==> src/rtl/wdt_pkg.sv <==
package wdt_pkg;

  typedef enum logic [1:0] {
    WDT_EV_NONE  = 2'd0,
    WDT_EV_RESET = 2'd1,
    WDT_EV_WAKE  = 2'd2
  } wdt_event_e;

  // True when the count has reached the last value before the interval closes.
  function automatic logic at_last_step(input int unsigned cnt, input int unsigned limit);
    return cnt == (limit - 1);
  endfunction

  // Chooses what a timeout turns into, depending on the sleep state.
  function automatic wdt_event_e classify(input logic fire, input logic sleeping);
    if (!fire)    return WDT_EV_NONE;
    if (sleeping) return WDT_EV_WAKE;
    return WDT_EV_RESET;
  endfunction

endpackage

==> src/rtl/wdt_counter.sv <==
module wdt_counter #(
  parameter int unsigned TIMEOUT = 16,
  localparam int unsigned CNT_W  = (TIMEOUT > 2) ? $clog2(TIMEOUT) : 1
) (
  input  logic             clk,
  input  logic             rst_n,
  input  logic             armed,
  input  logic             kick,
  input  logic             tick,
  output logic [CNT_W-1:0] count,
  output logic             expire
);
  import wdt_pkg::*;

  generate
    if (TIMEOUT < 2) begin : g_bad_timeout
      $error("wdt_counter: TIMEOUT must be at least 2");
    end
  endgenerate

  logic [CNT_W-1:0] count_q;
  logic             last_step;

  assign last_step = at_last_step(32'(count_q), TIMEOUT);
  // Clear strobe outranks the timeout.
  assign expire    = armed && tick && last_step && !kick;
  assign count     = count_q;

  always_ff @(posedge clk or negedge rst_n) begin
    if (!rst_n) begin
      count_q <= '0;
    end else if (!armed || kick) begin
      count_q <= '0;
    end else if (tick) begin
      if (last_step) count_q <= '0;
      else           count_q <= count_q + 1'b1;
    end
  end

  a_r2_holds_without_tick: assert property (@(posedge clk) disable iff (!rst_n)
    (armed && !tick && !kick) |=> $stable(count_q));

  a_r2_steps_by_one: assert property (@(posedge clk) disable iff (!rst_n)
    (armed && tick && !kick && !last_step) |=> (count_q == $past(count_q) + 1'b1));

  a_r5_restart_after_expire: assert property (@(posedge clk) disable iff (!rst_n)
    expire |=> (count_q == '0));

  a_r6_kick_restarts: assert property (@(posedge clk) disable iff (!rst_n)
    kick |=> (count_q == '0));

  a_r7_held_when_off: assert property (@(posedge clk) disable iff (!rst_n)
    !armed |=> (count_q == '0));

  a_r3_count_in_range: assert property (@(posedge clk) disable iff (!rst_n)
    32'(count_q) < TIMEOUT);

endmodule

==> src/rtl/wdt_event.sv <==
module wdt_event (
  input  logic clk,
  input  logic rst_n,
  input  logic expire,
  input  logic asleep,
  input  logic kick,
  output logic rst_pulse,
  output logic wake_pulse,
  output logic timed_out
);
  import wdt_pkg::*;

  wdt_event_e ev;
  logic rst_q, wake_q, flag_q;

  assign ev = classify(expire, asleep);

  always_ff @(posedge clk or negedge rst_n) begin
    if (!rst_n) begin
      rst_q  <= 1'b0;
      wake_q <= 1'b0;
      flag_q <= 1'b0;
    end else begin
      rst_q  <= (ev == WDT_EV_RESET);
      wake_q <= (ev == WDT_EV_WAKE);
      if (kick)        flag_q <= 1'b0;
      else if (expire) flag_q <= 1'b1;
    end
  end

  assign rst_pulse  = rst_q;
  assign wake_pulse = wake_q;
  assign timed_out  = flag_q;

  a_r3_reset_when_awake: assert property (@(posedge clk) disable iff (!rst_n)
    (expire && !asleep) |=> (rst_pulse && !wake_pulse));

  a_r4_wake_when_asleep: assert property (@(posedge clk) disable iff (!rst_n)
    (expire && asleep) |=> (wake_pulse && !rst_pulse));

  a_r3_reset_one_cycle: assert property (@(posedge clk) disable iff (!rst_n)
    rst_pulse |=> !rst_pulse);

  a_r4_wake_one_cycle: assert property (@(posedge clk) disable iff (!rst_n)
    wake_pulse |=> !wake_pulse);

  a_r8_flag_with_pulse: assert property (@(posedge clk) disable iff (!rst_n)
    (rst_pulse || wake_pulse) |-> timed_out);

  a_r8_flag_cleared: assert property (@(posedge clk) disable iff (!rst_n)
    kick |=> !timed_out);

  a_r10_exclusive: assert property (@(posedge clk) disable iff (!rst_n)
    $onehot0({rst_pulse, wake_pulse}));

endmodule

==> src/rtl/wdt_sleep_aware.sv <==
module wdt_sleep_aware #(
  parameter int unsigned TIMEOUT = 16
) (
  input  logic clk,
  input  logic rst_n,
  input  logic cfg_en,
  input  logic sw_en,
  input  logic kick,
  input  logic asleep,
  input  logic tick,
  output logic rst_pulse,
  output logic wake_pulse,
  output logic timed_out
);
  localparam int unsigned CNT_W = (TIMEOUT > 2) ? $clog2(TIMEOUT) : 1;

  logic             armed;
  logic             expire;
  logic [CNT_W-1:0] count;

  assign armed = cfg_en | sw_en;

  wdt_counter #(.TIMEOUT(TIMEOUT)) u_counter (
    .clk    (clk),
    .rst_n  (rst_n),
    .armed  (armed),
    .kick   (kick),
    .tick   (tick),
    .count  (count),
    .expire (expire)
  );

  wdt_event u_event (
    .clk        (clk),
    .rst_n      (rst_n),
    .expire     (expire),
    .asleep     (asleep),
    .kick       (kick),
    .rst_pulse  (rst_pulse),
    .wake_pulse (wake_pulse),
    .timed_out  (timed_out)
  );

  a_r7_silent_when_off: assert property (@(posedge clk) disable iff (!rst_n)
    !(cfg_en || sw_en) |=> (!rst_pulse && !wake_pulse));

  a_r1_armed_any_enable: assert property (@(posedge clk) disable iff (!rst_n)
    ((cfg_en || sw_en) && tick && !kick && (count == '0)) |=> (count != '0));

  a_r9_no_pulse_at_reset: assert property (@(posedge clk)
    !rst_n |-> (!rst_pulse && !wake_pulse && !timed_out));

endmodule

==> config.mk <==
export PLATFORM = sky130hd
export DESIGN_NAME = wdt_sleep_aware
export DESIGN_NICKNAME = d
export VERILOG_FILES = /design/src/rtl/wdt_pkg.sv /design/src/rtl/wdt_counter.sv /design/src/rtl/wdt_event.sv /design/src/rtl/wdt_sleep_aware.sv
export SDC_FILE = /design/constraint.sdc
export NUM_CORES = 1
export LEC_CHECK = 0
export BUFFER_PORTS_ARGS = -buffer_cell sky130_fd_sc_hd__buf_2
export CORE_AREA = 2 2 39 41
export CTS_CLUSTER_DIAMETER = 100
export DETAILED_ROUTE_END_ITERATION = 6
export DIE_AREA = 0 0 41 43
export MAX_ROUTING_LAYER = met4
export PLACE_DENSITY = 0.56
export SLEW_MARGIN = 20
export SYNTH_ARGS = -nofsm -noshare
export SYNTH_HDL_FRONTEND = slang
export SYNTH_HIERARCHICAL = 1
export SYNTH_SLANG_ARGS = --single-unit
==> constraint.sdc <==
create_clock -name clk -period 1.23 [get_ports clk]
set_input_delay 0.246 -clock clk [delete_from_list [all_inputs] [get_ports clk]]
set_output_delay 0.246 -clock clk [all_outputs]
set_load 0.005 [all_outputs]
==> impl_metrics.py, run 1 <==
metrics = {
    "global_routing": {
        "grt_pass1_wl_mm": 1.18,
        "grt_start_max_net_pins": 8,
        "first_global_vias": 287,
        "antenna_found_initial": 0,
        "gr-total-overflow": 0,
        "track_usage_pct": 10.3,
    },
    "placement": {
        "hpwl_um": 461,
        "port_buffers": 9,
        "place_congestion": 0.704,
        "dp_slack_ps": 126,
    },
    "final_layout": {
        "regArea_sq_um": 175,
        "multiInputGateArea_sq_um": 158,
        "n_antenna_cell": 0,
        "layout_common_cells": "9 x buf_2, 7 x dfrtp_1, 4 x nor2_1",
        "final_common_cell": "buf_2",
        "syn_to_final_growth_pct": 32.7,
        "nNetsFinal": 55,
        "drive_gt1_share_pct": 45.7,
        "fill_cells": 146,
    },
    "clocking": {
        "cts.reportedPaths.clkPinSlew_ps": 60,
        "cts_root_buf": "clkbuf_4",
        "cts_sinks": 7,
        "cts-buffers-inserted": 3,
        "clk_latency_ps": 250,
        "tritoncts": "done",
        "htree_levels": 1,
        "cts_buffer_depth": 2,
    },
    "timing": {
        "min_period_ps": 1100,
        "drv_slew": 0,
        "fmax_ghz": 0.912,
        "slew-limit-headroom_pct": 86.4,
        "tightest_slew_ps": 204,
        "final_hold_viol_count": 0,
        "setup_viol": 0,
        "skew_ps": 5.77,
        "final.period_utilization_pct": 89.1,
        "timing.hold.ws_ps": 229,
        "grt_setup_unrepaired": "false",
        "fin_ws_ps": 133,
        "fin_setup_tns_ps": 0,
    },
    "floorplan": {
        "fp.dieW_um": 41,
        "io_pins": 10,
        "fp.dieH_um": 43,
        "coreArea_sq_um": 1380,
        "die-area_sq_um": 1760,
        "std_cell_rows": 14,
        "initial_core_util_pct": 24.9,
    },
    "setup_path": {
        "cp-startpoint": "u_counter/count[0]$_DFFE_PN0P_",
        "critPathKind": "reg -> reg",
        "crit_chain": "ha_1 -> nand4_1 -> nor2_1 -> o21ba_2",
        "required_ps": 1370,
        "startpoint_type": "register",
        "crit_fanout": 4,
        "cpPeakStageDelay_ps": 370,
        "crit_arrival_ps": 1240,
        "slowest_stage": "dfrtp_1",
        "end_kind": "register",
        "timing.rr.start": "u_counter/count[0]$_DFFE_PN0P_",
        "crit_family": "flip-flops",
        "critPathBufInv": 0,
    },
    "drt": {
        "dr_wl_met3_um": 26,
        "dr.pass1.iters": 2,
        "dr.first_iter.drc_count": 1,
        "num_vias": 264,
        "wl_met1_um": 254,
        "drc": 0,
        "wl_per_cell_um": 9.73,
        "drt.antenna.violating_nets": 0,
        "top_layer_used": "met4",
        "wirelength_um": 603,
        "vias_per_cell": 4.26,
        "met2_length_um": 313,
    },
    "power_and_ir_drop": {
        "leakage_uw": 0.000223,
        "netSwitchingPower_uw": 110,
        "clock_power_share_pct": 42.7,
        "p_sw_share_pct": 22.3,
        "cell_internal_pwr_uw": 382,
        "powerDensity_nw_per_um2": 1080,
        "vdd_drop_max_v": 0.000493,
        "combPwrFrac_pct": 9.3,
        "seqPwrFrac_pct": 48.0,
    },
    "synthesis": {
        "ys_types": 18,
        "synth_nets": 38,
        "syn-cell-area_sq_um": 344,
        "synthCells": 30,
        "ys_seq_area_share_pct": 50.9,
        "synth.avg_cell_area_sq_um": 11.5,
        "synth-warning-count": 6,
        "synth-seq-cells": 7,
    },
    "outcome": {
        "status": "finished clean",
    },
    "min_path": {
        "hp-start": "asleep",
        "hp-class": "in -> reg",
    },
    "flow_run": {
        "drv_cap": 0,
    },
}
==> final cells by class <==
| cell class | instances | area share [%] |
|---|---|---|
| clock buffer | 4 | 5.75 |
| timing repair buffer | 13 | 17.0 |
| sequential | 7 | 38.4 |
| tap | 16 | 4.38 |
| multi-input combinational | 22 | 34.5 |
==> power by group through the flow <==
stage                     sequential, uW  clock [uW]  combinational (uW)
final                                236         210                45.6
after global routing                 236         241                51.5
after CTS                            236         220                46.7
after detailed placement             240           0                44.3
after global placement               240           0                44.6
after floorplan                      242           0                20.3
==> metal layers <==
| metal | track usage, % | up-vias |
|---|---|---|
| met1 | 12.8 | 118 |
| met5 | - | - |
| met4 | 6.00 | 0 |
| met2 | 14.4 | 9 |
| met3 | 3.14 | 2 |
| li1 | - | 135 |
==> what timing repair did <==
item / in CTS / in global routing
hold endpoints to repair: 7 / 0
setup buffers: 0 / 0
hold buffers: 1 / 0
gates resized for setup: 0 / 0
==> state kept, by name, indices dropped and copies added, names as in the netlist <==
| signal | count |
|---|---|
| u_counter/count | 4 |
| u_event/timed_out | 1 |
| u_event/rst_pulse | 1 |
| u_event/wake_pulse | 1 |
==> cells by family after synthesis <==
group / Yosys count / share of synthesized area, %
muxes: 1 / 2.91
DFF: 7 / 50.9
xor gates and xnor gates: 1 / 2.55
and+or+nand+nor: 15 / 26.2
AOI/OAI and AO/OA: 4 / 10.5
buffers and inverters: 1 / 3.27
adders and majority gates: 1 / 3.64
==> path summary, 6_finish.rpt <==
kind                                                 endpoint  slack (ps)  cells past startpoint
worst max register to register  u_event/timed_out$_DFFE_PN0P_         130                      4
worst max-delay path            u_event/timed_out$_DFFE_PN0P_         130                      4
min in group asynchronous       u_event/timed_out$_DFFE_PN0P_         350                      2
worst min register to register  u_event/timed_out$_DFFE_PN0P_         490                      1
worst min-delay path             u_event/wake_pulse$_DFF_PN0_         230                      2
max in group asynchronous         u_event/rst_pulse$_DFF_PN0_         720                      2
==> Yosys cell counts <==
cell	number	area (sq um)
buf_6	1	11.3
xor2_1	1	8.76
nand2b_1	2	12.5
ha_1	1	12.5
or2_1	1	6.26
nand4_1	1	6.26
dfrtp_1	7	175
o21ba_2	1	10.0
mux2i_1	1	10.0
and2b_2	1	8.76
nor3_2	1	10.0
nand3b_1	1	7.51
a41oi_2	1	16.3
and2_2	1	7.51
nand3_1	2	10.0
a21oi_1	2	10.0
nand2_2	1	6.26
nor2_1	4	15.0
==> stage by stage <==
stage	total power, uW	area [sq um]	util, %	cells
6_report	491	457	33.0	62
5_1_grt	529	457	33.0	62
4_1_cts	503	457	33.0	62
3_5_place_dp	284	420	30.4	57
3_3_place_gp	284	420	30.4	57
2_1_floorplan	262	344	-	30
==> worst reg2reg max path: cells and delay by family (launching register included) <==
kind | cells | cell delay, ps
DFF | 1 | 370
adders and majority gates | 1 | 250
AOI/OAI and AO/OA | 1 | 200
and+or+nand+nor | 2 | 170
No activity file was read; power rests on OpenSTA's default activity.
==> run 2, diff against run 1 <==
--- a/config.mk
+++ b/config.mk
@@ -5,12 +5,11 @@
 export SDC_FILE = /design/constraint.sdc
 export NUM_CORES = 1
 export LEC_CHECK = 0
-export BUFFER_PORTS_ARGS = -buffer_cell sky130_fd_sc_hd__buf_2
+export BUFFER_PORTS_ARGS = -buffer_cell sky130_fd_sc_hd__clkbuf_2
 export CORE_AREA = 2 2 39 41
 export CTS_CLUSTER_DIAMETER = 100
 export DETAILED_ROUTE_END_ITERATION = 6
 export DIE_AREA = 0 0 41 43
-export MAX_ROUTING_LAYER = met4
 export PLACE_DENSITY = 0.56
 export SLEW_MARGIN = 20
 export SYNTH_ARGS = -nofsm -noshare
==> run 2 against run 1 <==
  * Die area stayed put
  * Global-route usage is 2.4 points lower
  * Design area is 1.1% lower
  * Critical path type unchanged
  * Critical endpoint is now u_event/wake_pulse$_DFF_PN0_
  * Largest cell class unchanged
  * Largest power group unchanged
==> impl_metrics.py, run 2 (synthesized netlist as in run 1, its figures left out) <==
metrics = {
    "setup_path": {
        "cpPeakStageDelay_ps": 400,
        "startpoint_type": "register",
        "crit_chain": "ha_2 -> nand4_1 -> nor2_1 -> and2_2",
        "timing.rr.start": "u_counter/count[1]$_DFFE_PN0P_",
        "required_ps": 1420,
        "critPathKind": "reg -> reg",
        "slowest_stage": "dfrtp_1",
        "crit_arrival_ps": 1300,
        "crit_fanout": 4,
        "cp-startpoint": "u_counter/count[1]$_DFFE_PN0P_",
        "end_kind": "register",
    },
    "timing": {
        "fmax_ghz": 0.893,
        "slew-limit-headroom_pct": 87.5,
        "min_period_ps": 1120,
        "setup_viol": 0,
        "final.period_utilization_pct": 91.0,
        "skew_ps": 2.92,
        "drv_slew": 0,
        "grt_setup_unrepaired": "false",
        "fin_setup_tns_ps": 0,
        "tightest_slew_ps": 187,
        "final_hold_viol_count": 0,
        "fin_ws_ps": 111,
    },
    "clocking": {
        "cts_buffer_depth": 2,
        "post-cts-setup-buffers": 0,
        "cts.reportedPaths.clkPinSlew_ps": 50,
        "tritoncts": "done",
        "cts_root_buf": "clkbuf_4",
        "cts-buffers-inserted": 3,
        "htree_levels": 1,
        "clk_latency_ps": 250,
        "cts_sinks": 7,
    },
    "floorplan": {
        "die-area_sq_um": 1760,
        "fp.dieW_um": 41,
        "io_pins": 10,
        "initial_core_util_pct": 24.9,
        "coreArea_sq_um": 1380,
        "std_cell_rows": 14,
        "fp.dieH_um": 43,
    },
    "drt": {
        "dr.pass1.iters": 2,
        "dr.first_iter.drc_count": 1,
        "drt.antenna.violating_nets": 0,
        "wirelength_um": 577,
        "drc": 0,
        "vias_per_cell": 4.18,
        "num_vias": 255,
        "wl_per_cell_um": 9.46,
    },
    "final_layout": {
        "drive_gt1_share_pct": 46.7,
        "layout_common_cells": "9 x clkbuf_2, 7 x dfrtp_1, 4 x nor2_1",
        "final_common_cell": "clkbuf_2",
        "final_area_sq_um": 452,
        "syn_to_final_growth_pct": 31.3,
        "nNetsFinal": 54,
        "fill_cells": 144,
        "n_antenna_cell": 0,
        "largest_reg_flops": 4,
        "fin_util_pct": 32.6,
    },
    "power_and_ir_drop": {
        "powerDensity_nw_per_um2": 1080,
        "vdd_drop_max_v": 0.000660,
        "leakage_uw": 0.000213,
        "fin_total_pwr_uw": 489,
    },
    "placement": {
        "place_congestion": 0.723,
        "dpl_cell_area_sq_um": 413,
        "hpwl_um": 456,
        "port_buffers": 9,
        "dp_slack_ps": 92.8,
    },
    "global_routing": {
        "gr-total-overflow": 0,
        "track_usage_pct": 7.91,
        "antenna_found_initial": 0,
        "grt_start_max_net_pins": 8,
        "grt_use_met3_pct": 1.57,
        "first_global_vias": 244,
        "grtUsageMet2_pct": 11.3,
        "use_met1_pct": 11.0,
        "grt_pass1_wl_um": 966,
        "top_usage_layer": "met2",
    },
    "min_path": {
        "hp-class": "in -> reg",
        "hp-start": "asleep",
    },
    "flow_run": {
        "drv_cap": 0,
    },
    "outcome": {
        "status": "finished clean",
    },
}
## run 2: layer usage
metal	up-vias	wire, um
met3	0	29
met2	7	272
met1	116	275
li1	132	-
met4	0	0
met5	-	0
## run 2: path summary, 6_finish.rpt
kind / endpoint / slack [ps] / depth (start not counted)
worst max-delay path: u_event/wake_pulse$_DFF_PN0_ / 110 / 4
worst min-delay path: u_event/wake_pulse$_DFF_PN0_ / 240 / 2
worst max register to register: u_event/wake_pulse$_DFF_PN0_ / 110 / 4
worst min register to register: u_event/timed_out$_DFFE_PN0P_ / 500 / 1
max in group asynchronous: u_counter/count[3]$_DFFE_PN0P_ / 700 / 2
min in group asynchronous: u_event/timed_out$_DFFE_PN0P_ / 370 / 2
## run 2: final cells by class
cell class              instances  area (sq um)  share of cell area (%)
flip-flops and latches          7           175                    38.8
repair buffers                 12          70.1                    15.5
multi-input cells              22           160                    35.5
clock buffers                   4          26.3                    5.82
well taps                      16          20.0                    4.43
## run 2: critical path, delay by kind of cell (launching register included)
| family | cells | cell delay (ps) |
|---|---|---|
| simple gates | 3 | 410 |
| fa+ha+maj | 1 | 240 |
| flops | 1 | 400 |
## run 2: metrics by stage
step / hold WS (ps) / std cells
after floorplan: -49.6 / 30
after global placement: 91.2 / 56
after detailed placement: 95.4 / 56
after CTS: 234 / 61
after global routing: 239 / 61
final: 240 / 61
## run 2: repair_timing
item | 4_1_cts | 5_1_grt
hold endpoints to repair | 7 | 0
hold buffers | 1 | 0
gates resized for setup | 0 | 1
setup endpoints to repair | 0 | 2
## run 2: where the power goes
| part | internal (uW) | leakage [uW] | switching [uW] | total [uW] |
|---|---|---|---|---|
| sequential | 234 | 0.0000969 | 3.22 | 237 |
| clock | 124 | 0.0000150 | 84.6 | 208 |
| combinational | 22.5 | 0.000102 | 20.6 | 43.1 |
| total | 380 | 0.000213 | 108 | 489 |
